## src/rtl/owslot_pkg.sv

```systemverilog
package owslot_pkg;

  typedef enum logic [1:0] {
    SPD_REGULAR  = 2'd0,
    SPD_OVERDRV  = 2'd1,
    SPD_FLEX     = 2'd2,
    SPD_ALTREG   = 2'd3
  } speedT;

  typedef enum logic [1:0] {
    ST_IDLE = 2'd0,
    ST_LOW  = 2'd1,
    ST_SAMP = 2'd2,
    ST_HIGH = 2'd3
  } slotStateT;

  typedef struct packed {
    logic capture;
    logic sample;
    logic advance;
  } slotStrobeT;

endpackage

```

## src/rtl/owslot_datapath.sv

```systemverilog
module owslot_datapath
  import owslot_pkg::*;
#(
  parameter int TICKS_PER_US = 50,
  parameter int CNT_W        = 12,
  parameter int DATA_W       = 8
) (
  input  logic                   clk,
  input  logic                   rstN,
  input  slotStrobeT             strobe,
  input  logic                   byteMode,
  input  logic [DATA_W-1:0]      txData,
  input  logic [1:0]             speed,
  input  logic [2:0]             flexLow,
  input  logic [2:0]             flexSamp,
  input  logic [2:0]             flexRec,
  input  logic                   busIn,
  output logic                   curBit,
  output logic                   lastSlot,
  output logic [CNT_W-1:0]       lowLen,
  output logic [CNT_W-1:0]       sampLen,
  output logic [CNT_W-1:0]       highLen,
  output logic [DATA_W-1:0]      rxData
);

  localparam int IDX_W = $clog2(DATA_W);
  localparam logic [CNT_W-1:0] TPU_C = CNT_W'(TICKS_PER_US);
  localparam logic [IDX_W-1:0] LAST_IDX = IDX_W'(DATA_W - 1);

  logic [DATA_W-1:0] txQ;
  logic [DATA_W-1:0] rxQ;
  logic              modeQ;
  speedT             speedQ;
  logic [2:0]        flLowQ, flSampQ, flRecQ;
  logic [IDX_W-1:0]  idxQ;

  always_ff @(posedge clk or negedge rstN) begin
    if (!rstN) begin
      txQ     <= '0;
      rxQ     <= '0;
      modeQ   <= 1'b0;
      speedQ  <= SPD_REGULAR;
      flLowQ  <= '0;
      flSampQ <= '0;
      flRecQ  <= '0;
      idxQ    <= '0;
    end else if (strobe.capture) begin
      txQ     <= txData;
      rxQ     <= '0;
      modeQ   <= byteMode;
      speedQ  <= speedT'(speed);
      flLowQ  <= flexLow;
      flSampQ <= flexSamp;
      flRecQ  <= flexRec;
      idxQ    <= '0;
    end else begin
      if (strobe.sample)  rxQ[idxQ] <= busIn;
      if (strobe.advance) idxQ <= idxQ + 1'b1;
    end
  end

  assign curBit   = txQ[idxQ];
  assign lastSlot = !modeQ || (idxQ == LAST_IDX);
  assign rxData   = rxQ;

  logic isOd, isFlex;
  logic [6:0] lowUs, sampUs, highUs;

  always_comb begin
    isOd   = (speedQ == SPD_OVERDRV);
    isFlex = (speedQ == SPD_FLEX);
    if (curBit) begin
      lowUs  = isOd ? 7'd1 : (isFlex ? 7'd8 + {4'd0, flLowQ} : 7'd8);
      highUs = isOd ? 7'd8 : 7'd49;
    end else begin
      lowUs  = isOd ? 7'd7 : 7'd57;
      highUs = isFlex ? 7'd3 + {4'd0, flRecQ} : 7'd3;
    end
    sampUs = isOd ? 7'd1 : (isFlex ? 7'd3 + {4'd0, flSampQ} : 7'd3);
  end

  assign lowLen  = CNT_W'(lowUs)  * TPU_C;
  assign sampLen = CNT_W'(sampUs) * TPU_C;
  assign highLen = CNT_W'(highUs) * TPU_C;

endmodule

```

## src/rtl/owslot_control.sv

```systemverilog
module owslot_control
  import owslot_pkg::*;
#(
  parameter int CNT_W = 12
) (
  input  logic              clk,
  input  logic              rstN,
  input  logic              start,
  input  logic              curBit,
  input  logic              lastSlot,
  input  logic [CNT_W-1:0]  lowLen,
  input  logic [CNT_W-1:0]  sampLen,
  input  logic [CNT_W-1:0]  highLen,
  output slotStrobeT        strobe,
  output logic              pullLow,
  output logic              done
);

  slotStateT        state;
  logic [CNT_W-1:0] cnt;
  logic [CNT_W-1:0] curLen;
  logic             segEnd;

  always_comb begin
    unique case (state)
      ST_LOW:  curLen = lowLen;
      ST_SAMP: curLen = sampLen;
      default: curLen = highLen;
    endcase
    segEnd = (state != ST_IDLE) && (cnt == curLen - CNT_W'(1));
    strobe = '0;
    strobe.capture = (state == ST_IDLE) && start;
    strobe.sample  = (state == ST_SAMP) && segEnd;
    strobe.advance = (state == ST_HIGH) && segEnd && !lastSlot;
  end

  always_ff @(posedge clk or negedge rstN) begin
    if (!rstN) begin
      state <= ST_IDLE;
      cnt   <= '0;
      done  <= 1'b0;
    end else begin
      done <= 1'b0;
      unique case (state)
        ST_IDLE: begin
          if (start) begin
            state <= ST_LOW;
            cnt   <= '0;
          end
        end
        ST_LOW: begin
          if (segEnd) begin
            cnt   <= '0;
            state <= curBit ? ST_SAMP : ST_HIGH;
          end else cnt <= cnt + 1'b1;
        end
        ST_SAMP: begin
          if (segEnd) begin
            cnt   <= '0;
            state <= ST_HIGH;
          end else cnt <= cnt + 1'b1;
        end
        ST_HIGH: begin
          if (segEnd) begin
            cnt <= '0;
            if (lastSlot) begin
              state <= ST_IDLE;
              done  <= 1'b1;
            end else state <= ST_LOW;
          end else cnt <= cnt + 1'b1;
        end
      endcase
    end
  end

  assign pullLow = (state == ST_LOW);

endmodule

```

## src/rtl/owslot_gen.sv

```systemverilog
module owslot_gen
  import owslot_pkg::*;
#(
  parameter int TICKS_PER_US = 50
) (
  input  logic       clk,
  input  logic       rstN,
  input  logic       start,
  input  logic       byteMode,
  input  logic [7:0] txData,
  input  logic [1:0] speed,
  input  logic [2:0] flexLow,
  input  logic [2:0] flexSamp,
  input  logic [2:0] flexRec,
  input  logic       busIn,
  output logic       pullLow,
  output logic [7:0] rxData,
  output logic       done
);

  localparam int CNT_W = $clog2(64 * TICKS_PER_US + 1);

  slotStrobeT       strobe;
  logic             curBit, lastSlot;
  logic [CNT_W-1:0] lowLen, sampLen, highLen;

  owslot_control #(.CNT_W(CNT_W)) uCtrl (
    .clk(clk), .rstN(rstN), .start(start),
    .curBit(curBit), .lastSlot(lastSlot),
    .lowLen(lowLen), .sampLen(sampLen), .highLen(highLen),
    .strobe(strobe), .pullLow(pullLow), .done(done)
  );

  owslot_datapath #(.TICKS_PER_US(TICKS_PER_US), .CNT_W(CNT_W), .DATA_W(8)) uData (
    .clk(clk), .rstN(rstN), .strobe(strobe),
    .byteMode(byteMode), .txData(txData), .speed(speed),
    .flexLow(flexLow), .flexSamp(flexSamp), .flexRec(flexRec),
    .busIn(busIn), .curBit(curBit), .lastSlot(lastSlot),
    .lowLen(lowLen), .sampLen(sampLen), .highLen(highLen),
    .rxData(rxData)
  );

endmodule

```

## config.mk

```make
export PLATFORM = sky130hd
export DESIGN_NAME = owslot_gen
export DESIGN_NICKNAME = d
export VERILOG_FILES = /design/src/rtl/owslot_pkg.sv /design/src/rtl/owslot_datapath.sv /design/src/rtl/owslot_control.sv /design/src/rtl/owslot_gen.sv
export SDC_FILE = /design/constraint.sdc
export NUM_CORES = 1
export LEC_CHECK = 0
export BUFFER_PORTS_ARGS = -buffer_cell sky130_fd_sc_hd__buf_2
export CAP_MARGIN = 15
export CORE_MARGIN = 2
export CORE_UTILIZATION = 55
export CTS_BUF_LIST = sky130_fd_sc_hd__clkbuf_8
export DETAILED_ROUTE_END_ITERATION = 6
export PLACE_DENSITY = 0.75
export SYNTH_ARGS = -nofsm -noshare
export SYNTH_HDL_FRONTEND = slang
export SYNTH_SLANG_ARGS = --single-unit
```

## constraint.sdc

```tcl
create_clock -name clk -period 7.2 [get_ports clk]
set_input_delay 0 -clock clk [delete_from_list [all_inputs] [get_ports clk]]
set_output_delay 0 -clock clk [all_outputs]
set_load 0.02 [all_outputs]
```

==> impl_metrics.tcl <==
set metrics [dict create \
    outcome "completed" \
    setup-tns-final_ns 0 \
    num_io_pins 34 \
    hold_path_class "in -> reg" \
    slew_headroom 0.313 \
    dr.first_iter.drc_count 158 \
    routedWlPerCell_um 16.4 \
    vias 3733 \
    cp.arrival_ns 6.69 \
    synthTopCellsByArea "dfrtp_1, ha_1, mux2_2, xnor2_1, mux2i_1" \
    post-route-min-period_ns 6.46 \
    r2r_slack_ns 0.74 \
    worstSetupEndpointType "register" \
    syn_area_per_cell_um2 9.29 \
    tightest_slew_ns 1.01 \
    layout_commonest_cell "ha_1" \
    io_buffers 33 \
    cts.root.buffer_cell "clkbuf_8" \
    fill_cells 626 \
    die-area_um2 8820 \
    drtPass1Iterations 5 \
    hpwl_mm 7.60 \
    yosysUniqueCellTypes 77 \
    cp_slowest_stage_delay_ns 0.66 \
    post-route-period-util 0.897 \
    syn_nets 561 \
    grt_max_degree 47 \
    clk-insertion-delay-late_ns 0.31 \
    fin_area_um2 4980 \
    drt-total-wl_mm 10.2 \
    yosys.area.top_type "dfrtp_1" \
    nNetsFinal 605 \
    yosys_warnings 0 \
    worstRegToRegCells 21 \
    power_density_nw_per_um2 98.5 \
    grt_usage 0.249 \
    synthesis.area_um2 4450 \
    antenna_found_initial 0 \
    hold_viol_final 0 \
    yosys_register_bits 46 \
    cts_buffers 5 \
    crit_path_frequent_cell "ha_1" \
    postCtsSetupRepairBufs 0 \
    cts_buffer_depth 2 \
    placed_cells 597 \
    syn_inst 479 \
    startpoint "uData.idxQ[1]" \
    r2r-start "uData.idxQ[1]" \
    clkSinkCount 46 \
    fin_cells 626 \
    layout_common_cells "ha_1, nand2_1, dfrtp_1, buf_2, nor2_1" \
    required_ns 7.43 \
    utilization 0.642 \
    cp_slowest_cell "dfrtp_1" \
    yosysTopAreaCellShare 0.259 \
    cts.repair.resized 0 \
    grt_setup_unrepaired "false" \
    drive_gt1_frac 0.172 \
    setup_viol 0 \
    worstSetupEndpoint "uData.idxQ[1]" \
    ant_nets 0 \
    drc 0 \
    max_freq_mhz 155 \
    core_um2 7770 \
    startpoint_type "register" \
    area_growth_pct 12.0 \
    worstPathMaxFanout 16 \
    finalMaxSlewViolations 0 \
    via_per_inst 5.96 \
    setup.worst_path.class "reg -> reg" \
    diodes 0 \
    synth-edff-count 0 \
    num_rows 32 \
    grt_pass1_vias 3785 \
    seq_area_frac_synth 0.259 \
    r2r_end "uData.idxQ[1]" \
    multiInputGateArea_um2 3100 \
    ff_latch_area_um2 1150 \
    die_w_um 93.9 \
    clk_pin_slew_worst_paths_ns 0.09 \
    place_area_um2 4660 \
    overflow 0 \
    die_y_um 93.9 \
    cts.htree.levels 2 \
    worstPathCellList "mux2_1 -> mux4_2 -> nor2_4 -> nand2_1 -> a2bb2oi_1 -> ha_1 -> ha_1 -> ha_1 -> inv_1 -> fa_1 -> xnor2_1 -> o21a_1 -> a32o_1 -> a211o_1 -> nor3_1 -> xnor2_1 -> nand2_1 -> nand4b_4 -> nor4b_4 -> and2_1 -> mux2i_1" \
    gp_congestion 0.902 \
    cap_violations 0 \
    peakVddDrop_mv 0.0982 \
    synth_ff_type "dfrtp_1" \
    grt_pass1_wl_mm 17.6 \
    leakage_uw 0.00238 \
    async_flop_share 1.00 \
    cts_tree "built" \
    initial_core_util 0.573 \
    fin_skew_ns 0.0103 \
]
layout make-up:
cell class / instances / share of cell area
multi-input combinational: 388 / 0.622
sequential: 46 / 0.231
timing repair buffer: 57 / 0.0798
tap: 102 / 0.0256
inverter: 25 / 0.0188
clock buffer: 5 / 0.0138
clock inverter: 3 / 0.00879
worst max-delay path: cells and delay by family, from the launching register on:
family                   cells  cell delay (ns)
AND/OR/NAND/NOR              7             1.90
flip-flops                   1             0.66
buffers and inverters        1             0.06
adder cells (fa/ha/maj)      4             1.29
XOR/XNOR                     2             0.35
multiplexers                 3             1.16
AO/OA/AOI/OAI                4             0.96
stage by stage:
| step | total power [uW] | worst slack, ns | hold slack (ns) |
|---|---|---|---|
| 6_report | 491 | 0.739 | 0.111 |
| 5_1_grt | 508 | 0.307 | 0.162 |
| 4_1_cts | 496 | 0.765 | 0.104 |
| 3_5_place_dp | 286 | 0.791 | 0.229 |
| 3_3_place_gp | 286 | 1.04 | 0.212 |
| 2_1_floorplan | 272 | 1.66 | -0.296 |
repair_timing:
action,in CTS,in global routing
setup endpoints to repair,0,0
hold endpoints to repair,66,0
hold buffers,21,0
worst min-delay path by stage:
stage / start / to / slack [ns] / cells past startpoint
2_1_floorplan: rstN / uCtrl.cnt[0] / -0.30 / 0
3_3_place_gp: rstN / uData.speedQ[0] / 0.21 / 1
3_5_place_dp: rstN / uData.speedQ[1] / 0.23 / 1
4_1_cts: busIn / uData.rxData[2] / 0.10 / 3
5_1_grt: busIn / uData.rxData[2] / 0.16 / 3
6_report: busIn / uData.rxData[2] / 0.11 / 3
logic make-up (layout without fill, tap and decap cells):
family | count (synthesis) | after routing | synth area share
AOI/OAI and AO/OA | 82 | 82 | 0.144
xor gates and xnor gates | 35 | 35 | 0.0689
adders and majority gates | 58 | 58 | 0.168
buffers and inverters | 45 | 90 | 0.0442
DFF | 46 | 46 | 0.259
muxes | 44 | 44 | 0.111
and+or+nand+nor | 169 | 169 | 0.205
state kept, by name (all words and copies together), names as in the netlist, 2 cells and up:
signal,flops
uCtrl.cnt,12
uData.flSampQ,3
uData.flLowQ,3
uData.speedQ,2
uCtrl.state,2
uData.rxData,8
uData.flRecQ,3
uData.idxQ,3
uData.txQ,8
metal layers:
metal,GRT usage,share of wire
met4,0.104,0.036
met2,0.414,0.47
met1,0.329,0.45
met5,0,0
met3,0.0297,0.040
cell usage after synthesis, drive strengths merged (3+ instances only):
cell type  number
ha             55
nand2b          5
nor3           11
nand4          10
mux2           23
clkbuf         12
fa              3
inv            24
o21ai          14
nor2           30
nand2          48
a211o           5
nor4b           4
a2111oi         3
and2            5
nand3          19
dfrtp          46
a211oi          6
xor2           11
buf             8
o211a           3
nor4            4
a31oi           6
xnor2          24
nor2b          11
or2             5
mux2i          19
and3            6
a21oi          14
power by group:
| group | switching (uW) | internal, uW | total [uW] | leakage (uW) |
|---|---|---|---|---|
| Clock | 96.5 | 104 | 201 | 0.0000585 |
| Sequential | 1.11 | 260 | 262 | 0.000588 |
| Combinational | 14.1 | 14.7 | 28.7 | 0.00174 |
No activity file was read; power rests on OpenSTA's default activity.
